$ cat src/rtl/secviol_pkg.sv
package secviol_pkg;
  localparam int INFO_W = 32;
  localparam int TAG_W  = 16;

  typedef struct packed {
    logic             nonsec;
    logic             multi;
    logic             both;
    logic             is_wr;
    logic [TAG_W-1:0] tag;
  } capt_t;

  function automatic logic [INFO_W-1:0] pack_info(capt_t c);
    return {c.nonsec, 6'b0, c.multi, 3'b0, c.both, 3'b0, c.is_wr, c.tag};
  endfunction
endpackage

$ cat src/rtl/secviol_select.sv
module secviol_select
  import secviol_pkg::*;
#(
  parameter int ID_W = 8
) (
  input  logic            rd_hit,
  input  logic [ID_W-1:0] rd_tag,
  input  logic            rd_ns,
  input  logic            wr_hit,
  input  logic [ID_W-1:0] wr_tag,
  input  logic            wr_ns,
  output logic            any_hit,
  output capt_t           pick
);
  localparam int PAD_W = (ID_W < TAG_W) ? (TAG_W - ID_W) : 0;

  logic [ID_W-1:0]  win_tag;
  logic [TAG_W-1:0] ext_tag;

  // the write side takes priority when both strobes are high
  assign win_tag = wr_hit ? wr_tag : rd_tag;

  generate
    if (ID_W < TAG_W) begin : g_pad
      assign ext_tag = {{PAD_W{1'b0}}, win_tag};
    end else begin : g_cut
      assign ext_tag = win_tag[TAG_W-1:0];
    end
  endgenerate

  always_comb begin
    any_hit     = rd_hit | wr_hit;
    pick.nonsec = wr_hit ? wr_ns : rd_ns;
    pick.multi  = 1'b0;
    pick.both   = rd_hit & wr_hit;
    pick.is_wr  = wr_hit;
    pick.tag    = ext_tag;
  end
endmodule

$ cat src/rtl/secviol_state.sv
module secviol_state
  import secviol_pkg::*;
(
  input  logic  clk,
  input  logic  rst_n,
  input  logic  clr,
  input  logic  any_hit,
  input  capt_t pick,
  output logic  pending,
  output capt_t held
);
  always_ff @(posedge clk or negedge rst_n) begin
    if (!rst_n) begin
      pending <= 1'b0;
      held    <= '0;
    end else if (clr || !pending) begin
      // a clear re-arms capture in the same cycle
      if (any_hit) begin
        pending <= 1'b1;
        held    <= pick;
      end else begin
        pending <= 1'b0;
        held    <= '0;
      end
    end else if (any_hit) begin
      held.multi <= 1'b1;
    end
  end
endmodule

$ cat src/rtl/secviol_rdport.sv
module secviol_rdport
  import secviol_pkg::*;
(
  input  logic              clk,
  input  logic              rst_n,
  input  logic              rq_valid,
  output logic              rq_ready,
  input  logic              rq_nonsec,
  input  logic [INFO_W-1:0] word,
  output logic              rs_valid,
  input  logic              rs_ready,
  output logic [INFO_W-1:0] rs_data
);
  logic take;

  assign rq_ready = !rs_valid || rs_ready;
  assign take     = rq_valid && rq_ready;

  always_ff @(posedge clk or negedge rst_n) begin
    if (!rst_n) begin
      rs_valid <= 1'b0;
      rs_data  <= '0;
    end else if (take) begin
      rs_valid <= 1'b1;
      rs_data  <= rq_nonsec ? '0 : word;
    end else if (rs_ready) begin
      rs_valid <= 1'b0;
    end
  end
endmodule

$ cat src/rtl/secviol_capture.sv
module secviol_capture
  import secviol_pkg::*;
#(
  parameter int ID_W = 8
) (
  input  logic            clk,
  input  logic            rst_n,
  input  logic            rd_viol,
  input  logic [ID_W-1:0] rd_id,
  input  logic            rd_nonsec,
  input  logic            wr_viol,
  input  logic [ID_W-1:0] wr_id,
  input  logic            wr_nonsec,
  input  logic            irq_clear,
  output logic            irq_status,
  input  logic            rq_valid,
  output logic            rq_ready,
  input  logic            rq_nonsec,
  output logic            rs_valid,
  input  logic            rs_ready,
  output logic [31:0]     rs_data
);
  logic              any_hit;
  capt_t             pick;
  capt_t             held;
  logic [INFO_W-1:0] info_word;

  secviol_select #(.ID_W(ID_W)) u_sel (
    .rd_hit (rd_viol),
    .rd_tag (rd_id),
    .rd_ns  (rd_nonsec),
    .wr_hit (wr_viol),
    .wr_tag (wr_id),
    .wr_ns  (wr_nonsec),
    .any_hit(any_hit),
    .pick   (pick)
  );

  secviol_state u_state (
    .clk    (clk),
    .rst_n  (rst_n),
    .clr    (irq_clear),
    .any_hit(any_hit),
    .pick   (pick),
    .pending(irq_status),
    .held   (held)
  );

  assign info_word = pack_info(held);

  secviol_rdport u_rd (
    .clk      (clk),
    .rst_n    (rst_n),
    .rq_valid (rq_valid),
    .rq_ready (rq_ready),
    .rq_nonsec(rq_nonsec),
    .word     (info_word),
    .rs_valid (rs_valid),
    .rs_ready (rs_ready),
    .rs_data  (rs_data)
  );
endmodule

$ cat config.mk
export PLATFORM = sky130hd
export DESIGN_NAME = secviol_capture
export DESIGN_NICKNAME = d
export VERILOG_FILES = /design/src/rtl/secviol_pkg.sv /design/src/rtl/secviol_select.sv /design/src/rtl/secviol_state.sv /design/src/rtl/secviol_rdport.sv /design/src/rtl/secviol_capture.sv
export SDC_FILE = /design/constraint.sdc
export NUM_CORES = 1
export LEC_CHECK = 0
export ABC_AREA = 1
export ABC_CLOCK_PERIOD_IN_PS = 1300
export BUFFER_PORTS_ARGS = -buffer_cell sky130_fd_sc_hd__buf_2
export CORE_MARGIN = 5
export CORE_UTILIZATION = 34
export DETAILED_ROUTE_END_ITERATION = 7
export GPL_TIMING_DRIVEN = 0
export PLACE_DENSITY = 0.63
export SLEW_MARGIN = 20
export SYNTH_ARGS = -nofsm -noshare
export SYNTH_HDL_FRONTEND = slang
export SYNTH_HIERARCHICAL = 1
export SYNTH_SLANG_ARGS = --single-unit
$ cat constraint.sdc
create_clock -name clk -period 1.3 [get_ports clk]
set_input_delay 0 -clock clk [delete_from_list [all_inputs] [get_ports clk]]
set_output_delay 0 -clock clk [all_outputs]
set_load 0.02 [all_outputs]
=== After elaboration in Yosys (flattened, before gate mapping) ===
Cells that the tools add are included.

* Logic and storage cells: 26
* Input bits: 26
* Bits in registers: 54

* Mux-type cells: 9
* Bitwise logic cells: 2
* Reductions and logical operators: 7

{| class="wikitable"
|+ Operators by type and width
! kind !! number
|-
| two-way mux 32 bit || 1
|-
| two-way mux 20 bit || 1
|-
| two-way mux 8 bit || 1
|-
| two-way mux 1 bit || 6
|-
| nonzero test 2 bit || 2
|-
| zero test 1 bit || 2
|-
| logical OR 1 bit || 2
|-
| bitwise AND 1 bit || 1
|-
| logical AND 1 bit || 1
|-
| OR 1 bit || 1
|}

=== Depth between registers and ports, before layout ===
Gate-level depths: netlist (run 1).

* Depth in word-level cells: 4
* Depth in mapped cells: 7
* Depth with buffers taken out: 7

=== Cells and area by module ===
Netlist (run 1), hierarchy kept.

{| class="wikitable"
|+ Modules (own cells, without submodules)
! module !! seq. area each (um^2) !! area an instance (um^2) !! instances !! cells an instance
|-
| secviol_rdport || 825.8 || 1,644.1 || 1 || 210
|-
| secviol_state || 525.5 || 963.4 || 1 || 130
|-
| secviol_select || 0.0 || 209.0 || 1 || 43
|-
| secviol_capture || 0.0 || 3.8 || 1 || 1
|}

=== Least setup slack after synthesis (run 1) ===
No wires, ideal clock.

* Kind: register to register
* Start point: register u_rd.rs_valid
* End point: register u_rd.rs_data[0]
* Setup slack: 257 ps
* Cell stages (with the launch flop): 6
* Library setup time: 117 ps
* Data required time: 1,183 ps
* Arrival time: 926 ps
* Cells stage by stage: dfrtp_1 > nand2_4 > nand2_8 > buf_12 > nand2_2 > nand2_1

* Cells in the longest elaborated chain, start to end: 3

{| class="wikitable"
|+ RTL lines
! item !! line !! RTL
|-
| start, declared || secviol_rdport.sv:10 || <nowiki>output logic rs_valid,</nowiki>
|-
| start signal, assigned || secviol_rdport.sv:21 || <nowiki>rs_valid <= 1'b0;</nowiki>
|-
| start signal, assigned || secviol_rdport.sv:24 || <nowiki>rs_valid <= 1'b1;</nowiki>
|-
| start signal, assigned || secviol_rdport.sv:27 || <nowiki>rs_valid <= 1'b0;</nowiki>
|-
| zero test 1 bit || secviol_rdport.sv:16 || <nowiki>assign rq_ready = !rs_valid || rs_ready;</nowiki>
|-
| logical OR 1 bit || secviol_rdport.sv:16 ||
|-
| logical AND 1 bit || secviol_rdport.sv:17 || <nowiki>assign take = rq_valid && rq_ready;</nowiki>
|-
| end signal, assigned || secviol_rdport.sv:25 || <nowiki>rs_data <= rq_nonsec ? '0 : word;</nowiki>
|-
| end, declared || secviol_rdport.sv:12 || <nowiki>output logic [INFO_W-1:0] rs_data</nowiki>
|}

No other way between the ends.
A chain may end at the register's enable or synchronous reset.

=== Worst setup path after layout (run 1) ===
* Start point: register u_rd.rs_valid
* End point: output rq_ready

* Cells in the longest elaborated chain, start to end: 2

{| class="wikitable"
|+ RTL lines
! item !! line !! RTL
|-
| zero test 1 bit || secviol_rdport.sv:16 ||
|-
| logical OR 1 bit || secviol_rdport.sv:16 ||
|-
| end, declared || secviol_capture.sv:17 || <nowiki>output logic rq_ready,</nowiki>
|}

No other way between the ends.

==> reports/metrics.csv, run 1 <==
stage,metric,value,unit
status,status,completed,
clocking,"Reg clk slew, reported paths",90,ps
die,Die X,101,µm
worst_setup_path,FF-to-FF setup slack,270,ps
worst_setup_path,critical path's slowest cell,dfrtp_1,
detailed_routing,wire per inst,9.80,µm
final_layout,Nets,497,
timing,setup_tns,0,ps
synth,most frequent cell after synthesis,nand2_1,
global_routing,pin count of the biggest net entering global routing,55,
global_routing,first-pass GRT wire length,10.3,mm
timing,fin crit share,92.3,%
power,Int Power,2.62,mW
timing,FMAX,833,MHz
power,combinational share of power,23.1,%
timing,Final WS setup,100,ps
die,Die H,101,µm
detailed_routing,DRT antenna net count,0,
die,I/O pin total,61,
clocking,clock buffer count from CTS,5,
final_layout,ANT cells,0,
timing,max-slew violations,0,
die,die area,0.0102,mm²
die,Initial Utilization,34.7,%
worst_setup_path,max incr delay on CP,410,ps
global_routing,grt ovf,0,
final_layout,share of cells above drive strength 1,23.5,%
power,Seq pwr share,51.8,%
clocking,# clock sinks,54,
final_layout,Layout area overhead,21.7,%
synth,"area leader, netlist",dfrtp_1,
worst_setup_path,Critical Path RT,1300,ps
timing,worst slew pin tran,672,ps
hold_path,WHS Endpoint,u_rd/rs_data[26],
power,switch share,30.9,%
timing,Final Hold Fails,0,
detailed_routing,DR vias,2314,
synth,commonest cells in the netlist,"nand2_1 (161), inv_1 (56), dfrtp_1 (54)",
clocking,CTS H-Tree Depth,2,
power,PwrDens,1100,mW/mm²
worst_setup_path,Worst R2R Path Depth,5,
hold_path,Hold Crit Depth,4,
global_routing,initial antenna violation count,0,
detailed_routing,final WL,5.65,mm
synth,Yosys top cell area share,47.9,%
die,FP Rows,33,
timing,Final setup viols,0,
detailed_routing,drt first-iter violations,80,
timing,slew margin rel.,55.2,%
worst_setup_path,crit path DAT,1200,ps
synth,ys async rst share,100,%
hold_path,Hold WC Path Type,input port to flip-flop,
detailed_routing,TritonRoute pass-1 iters,5,
detailed_routing,Via density,4.01,
power,switching power,1.17,mW
worst_setup_path,Crit Path Category,flip-flop to output pin,
synth,Synth Register Bits,54,
power,Lkg Pwr,2.17,nW
final_layout,area of the multi-input gates,0.00109,mm²
final_layout,register area,0.00135,mm²
synth,"Seq/Total Area, Yosys",47.9,%
clocking,latest clock arrival within the worst-skew pair,300,ps
synth,"Cell Area, Synth",0.00282,mm²
synth,Synth cell types,17,
timing,RSZ-0062 raised after global routing,false,
worst_setup_path,crit path max fanout,10,
power,clock group share of total power,25.1,%
timing,Final Skew,4.81,ps
worst_setup_path,Setup crit start kind,flip-flop,
clocking,Clock Root Buffer,clkbuf_8,
synth,Most used DFF post-synth,dfrtp_1,
flow_run,# Max-Cap Violations,0,
synth,number of flops mapped to enable cells by yosys,0,
worst_setup_path,Reg-to-Reg End,u_rd/rs_data[3],
place,IO buf count,59,
clocking,Clock Path Buffers,2,
place,post-DP HPWL,4.25,mm
place,dpl ws,279,ps
global_routing,Total GRT Usage,12.5,%
place,gpl congestion,0.724,
timing,Final Critical Period,1200,ps
synth,yosys warns,6,
power,total power,3.79,mW
synth,Syn Inst Count,384,
worst_setup_path,R2R Path Start,u_rd/rs_valid,
power,Max VDD drop,0.428,mV
final_layout,# fillers,853,
global_routing,vias in the first global route,2276,
worst_setup_path,CP Cell Sequence,"nand2_4, buf_6, buf_2",
synth,syn_area_per_cell,7.34,µm²
synth,dominant cells by area after synthesis,"dfrtp_1 (48%), nand2_1 (21%), inv_1 (7.5%), nand3_1 (5.7%), buf_4 (4.8%)",
hold_path,worst hold start,rq_valid,
worst_setup_path,Worst Setup End Kind,output pin,
detailed_routing,DRC Markers,0,
die,Placeable Area,0.00813,mm²
clocking,CTS resizes,0,
clocking,CTS tree,built,
==> worst max-delay path, delay by kind of cell, from the launching register on <==
family	cells	cell delay, ps
and+or+nand+nor	1	160
DFF	1	410
buffers and inverters	2	330
==> routing by layer <==
| layer | wire length, µm | share of wire [%] | vias up | track usage, % |
|---|---|---|---|---|
| met1 | 2680 | 47 | 996 | 16.2 |
| met5 | 0 | 0 | - | 0 |
| li1 | - | - | 1263 | - |
| met4 | 95 | 1.7 | 0 | 4.60 |
| met2 | 2580 | 46 | 49 | 20.8 |
| met3 | 303 | 5.4 | 6 | 2.08 |
==> final cells by class <==
| type | instances | share of cell area (%) |
|---|---|---|
| Buffer | 29 | 6.89 |
| Tap cell | 105 | 3.83 |
| Multi-Input combinational cell | 263 | 31.8 |
| Inverter | 57 | 6.23 |
| Sequential cell | 54 | 39.4 |
| Timing Repair Buffer | 61 | 9.26 |
| Clock inverter | 1 | 0.146 |
| Clock buffer | 7 | 2.52 |
==> flip-flops by register name (all words and copies together) (netlist names) <==
name / cells
u_rd/rs_data: 32
u_state/held: 20
u_rd/rs_valid: 1
u_state/pending: 1
==> cells in the final DEF (no fill, tap or decap), types with 2 or more instances in the layout <==
master	n
dfrtp_1	54
clkbuf_8	6
nand3_1	32
nor2_1	33
nand2_2	11
inv_1	56
buf_6	5
buf_2	63
buf_4	19
nand2_1	161
dlygate4sd3_1	2
conb_1	21
==> per-stage QoR <==
step	hold slack (ps)	utilization, %	instance area, µm²	instances
after floorplan	-296	-	2890	403
after global placement	309	40.8	3320	567
after detailed placement	86.3	40.8	3320	567
after CTS	47.3	42.2	3430	577
after global routing	80.3	42.2	3430	577
final	58.2	42.2	3430	577
==> cells by family (layout without fill, tap and decap cells) <==
| family | Yosys count | count (layout) | share of synthesized area (%) |
|---|---|---|---|
| simple gates | 241 | 241 | 35.7 |
| buf+inv | 86 | 155 | 16.0 |
| flops | 54 | 54 | 47.9 |
| compound gates | 1 | 1 | 0.177 |
| other cells | 2 | 21 | 0.266 |
==> what timing repair did <==
item                       in CTS  in global routing
hold endpoints to repair       55                  0
setup endpoints to repair       0                  0
hold buffers                    2                  0
setup buffers                   0                  0
==> worst max path at each step <==
stage / start / to / slack (ps) / cells after the start
after floorplan: u_rd/rs_valid / u_rd/rs_data[0] / 260 / 5
after global placement: rst_n / u_state/pending / 230 / 1
after detailed placement: u_rd/rs_valid / u_rd/rs_data[3] / 280 / 5
after CTS: u_rd/rs_valid / rq_ready / 70 / 3
after global routing: u_rd/rs_valid / rq_ready / 30 / 3
final: u_rd/rs_valid / rq_ready / 100 / 3
==> power groups by stage <==
stage	Combinational (mW)	Clock [mW]	Sequential [mW]
after floorplan	0.451	0	2.13
after global placement	0.867	0	1.99
after detailed placement	0.880	0	2.00
after CTS	0.886	0.992	1.96
after global routing	1.00	1.04	1.99
final	0.875	0.951	1.96
(Power assumes the default switching activity.)
==> run 2: changes to the inputs <==
CORE_UTILIZATION = 56   (was 34)
PLACE_DENSITY = 0.91   (was 0.63)
==> run 2 against run 1 <==
- clock-buffer cell count down 1
- clock power up 16%
- maximum frequency up 0.37%
- power up 4.3%
- worst setup slack better by 4.5 ps
- sequential power about the same
- wire length down 0.44%
- register-to-register slack worse by 40 ps
- critical path type unchanged
==> reports/metrics.csv, run 2 (same netlist as run 1, synthesis figures left out) <==
stage,metric,value,unit
detailed_routing,Via density,4.42,
power,switching power,1.15,mW
die,Die H,81.0,µm
die,Initial Utilization,58.5,%
power,total power,3.95,mW
timing,fin crit share,91.9,%
clocking,clock buffer count from CTS,5,
worst_setup_path,max incr delay on CP,410,ps
timing,Final Critical Period,1200,ps
die,I/O pin total,61,
power,switch share,29.1,%
global_routing,Total GRT Usage,19.7,%
worst_setup_path,Crit Path Category,flip-flop to output pin,
final_layout,"non-filler cells, final",537,
final_layout,Layout Utilization,70.5,%
power,Seq pwr share,49.7,%
worst_setup_path,Setup crit start kind,flip-flop,
global_routing,met1 usage,23.5,%
timing,setup_tns,0,ps
place,gpl congestion,0.780,
detailed_routing,final WL,5.63,mm
hold_path,Hold WC Path Type,input port to flip-flop,
clocking,"Reg clk slew, reported paths",90,ps
die,Die X,81.0,µm
global_routing,vias in the first global route,2462,
die,FP Rows,25,
timing,max-slew violations,0,
timing,slew margin rel.,57.0,%
global_routing,first-pass GRT wire length,10.3,mm
final_layout,Biggest register,u_rd/rs_data,
timing,Final Skew,5.20,ps
die,die area,0.00656,mm²
final_layout,final instance area,0.00340,mm²
place,dpl ws,268,ps
power,clock group share of total power,27.9,%
final_layout,Nets,496,
power,Max VDD drop,0.548,mV
detailed_routing,DRC Markers,0,
clocking,CTS H-Tree Depth,2,
worst_setup_path,Worst Path Buf+Inv,2,
timing,Final WS setup,105,ps
final_layout,Layout area overhead,20.4,%
clocking,latest clock arrival within the worst-skew pair,300,ps
clocking,Clock Root Buffer,clkbuf_8,
detailed_routing,DR vias,2372,
global_routing,initial antenna violation count,0,
global_routing,pin count of the biggest net entering global routing,55,
detailed_routing,wire per inst,10.5,µm
worst_setup_path,critical path's slowest cell,dfrtp_1,
detailed_routing,TritonRoute pass-1 iters,4,
global_routing,GR Util met3,3.77,%
power,Lkg Pwr,2.18,nW
power,combinational share of power,22.4,%
worst_setup_path,Worst Setup End Kind,output pin,
detailed_routing,drt first-iter violations,137,
power,PwrDens,1160,mW/mm²
die,Placeable Area,0.00482,mm²
final_layout,"most common cell after layout, fill and taps aside",nand2_1,
timing,FMAX,837,MHz
place,IO buf count,59,
final_layout,max FFs per register,32,
detailed_routing,DRT antenna net count,0,
worst_setup_path,CP top delay family,flip-flops,
timing,worst slew pin tran,645,ps
place,Cells after DPL,529,
worst_setup_path,crit path DAT,1200,ps
global_routing,met2 Usage GRT,35.3,%
final_layout,"commonest non-fill, non-tap cells in the layout","nand2_1 (161), buf_2 (63), inv_1 (56), dfrtp_1 (54), nor2_1 (33)",
final_layout,ANT cells,0,
clocking,Clock Path Buffers,2,
status,status,completed,
worst_setup_path,CP Cell Sequence,"nand2_4, buf_6, buf_2",
final_layout,Regs by FF count,"u_rd/rs_data: 32 flops, u_state/held: 20 flops",
worst_setup_path,crit path max fanout,10,
timing,Final Hold Fails,0,
timing,final hold slack,21.1,ps
worst_setup_path,Critical Path RT,1300,ps
power,Int Power,2.80,mW
global_routing,grt ovf,0,
final_layout,share of cells above drive strength 1,23.6,%
timing,Final setup viols,0,
clocking,CTS tree,built,
place,DP Area,0.00327,mm²
clocking,# clock sinks,54,
clocking,CTS resizes,0,
flow_run,# Max-Cap Violations,0,
timing,RSZ-0062 raised after global routing,false,
global_routing,gr busiest metal,met2,
clocking,postcts setup bufs,0,
place,post-DP HPWL,4.22,mm
-- run 2: worst reg2reg max path, stage by stage (launching register included) --
cell     delay [ps]
dfrtp_1         390
inv_1            90
nor2_4          220
buf_6           180
nand2_1          70
nand2_1          60
-- run 2: path summary, 6_finish.rpt --
check                      cells past startpoint          endpoint              from  slack, ps
setup / recovery                               3          rq_ready     u_rd/rs_valid        100
setup reg to reg                               5   u_state/held[8]   u_state/pending        230
hold reg to reg                                2  u_rd/rs_data[19]  u_rd/rs_data[19]        470
min in group asynchronous                      2  u_rd/rs_data[30]             rst_n        270
max in group asynchronous                      2   u_state/held[8]             rst_n        600
hold / removal                                 4  u_state/held[17]         irq_clear         20
-- run 2: area by class of cell --
type	instances	area, µm²
Clock inverter	1	30.0
Sequential cell	54	1350
Fill cell	413	1420
Buffer	29	236
Multi-Input combinational cell	263	1090
Clock buffer	6	82.6
Inverter	57	214
Timing Repair Buffer	60	308
Tap cell	67	83.8
-- run 2: what timing repair did --
item,CTS,global route
endpoints found under the hold margin,54,0
hold buffers,1,0
endpoints found under the setup margin,0,0
-- run 2: power by group through the flow --
stage          Combinational, mW  Clock, mW  Sequential, mW
2_1_floorplan              0.451          0            2.13
3_3_place_gp               0.851          0            1.99
3_5_place_dp               0.878          0            2.00
4_1_cts                    0.885       1.14            1.96
5_1_grt                    0.997       1.23            1.98
6_report                   0.886       1.10            1.96
-- run 2: routing by layer --
layer / vias to the layer above / share of wire [%] / wire (µm)
li1: 1253 / - / -
met1: 1044 / 44 / 2470
met2: 67 / 49 / 2780
met3: 8 / 5.1 / 287
met4: 0 / 1.6 / 90
met5: - / 0 / 0
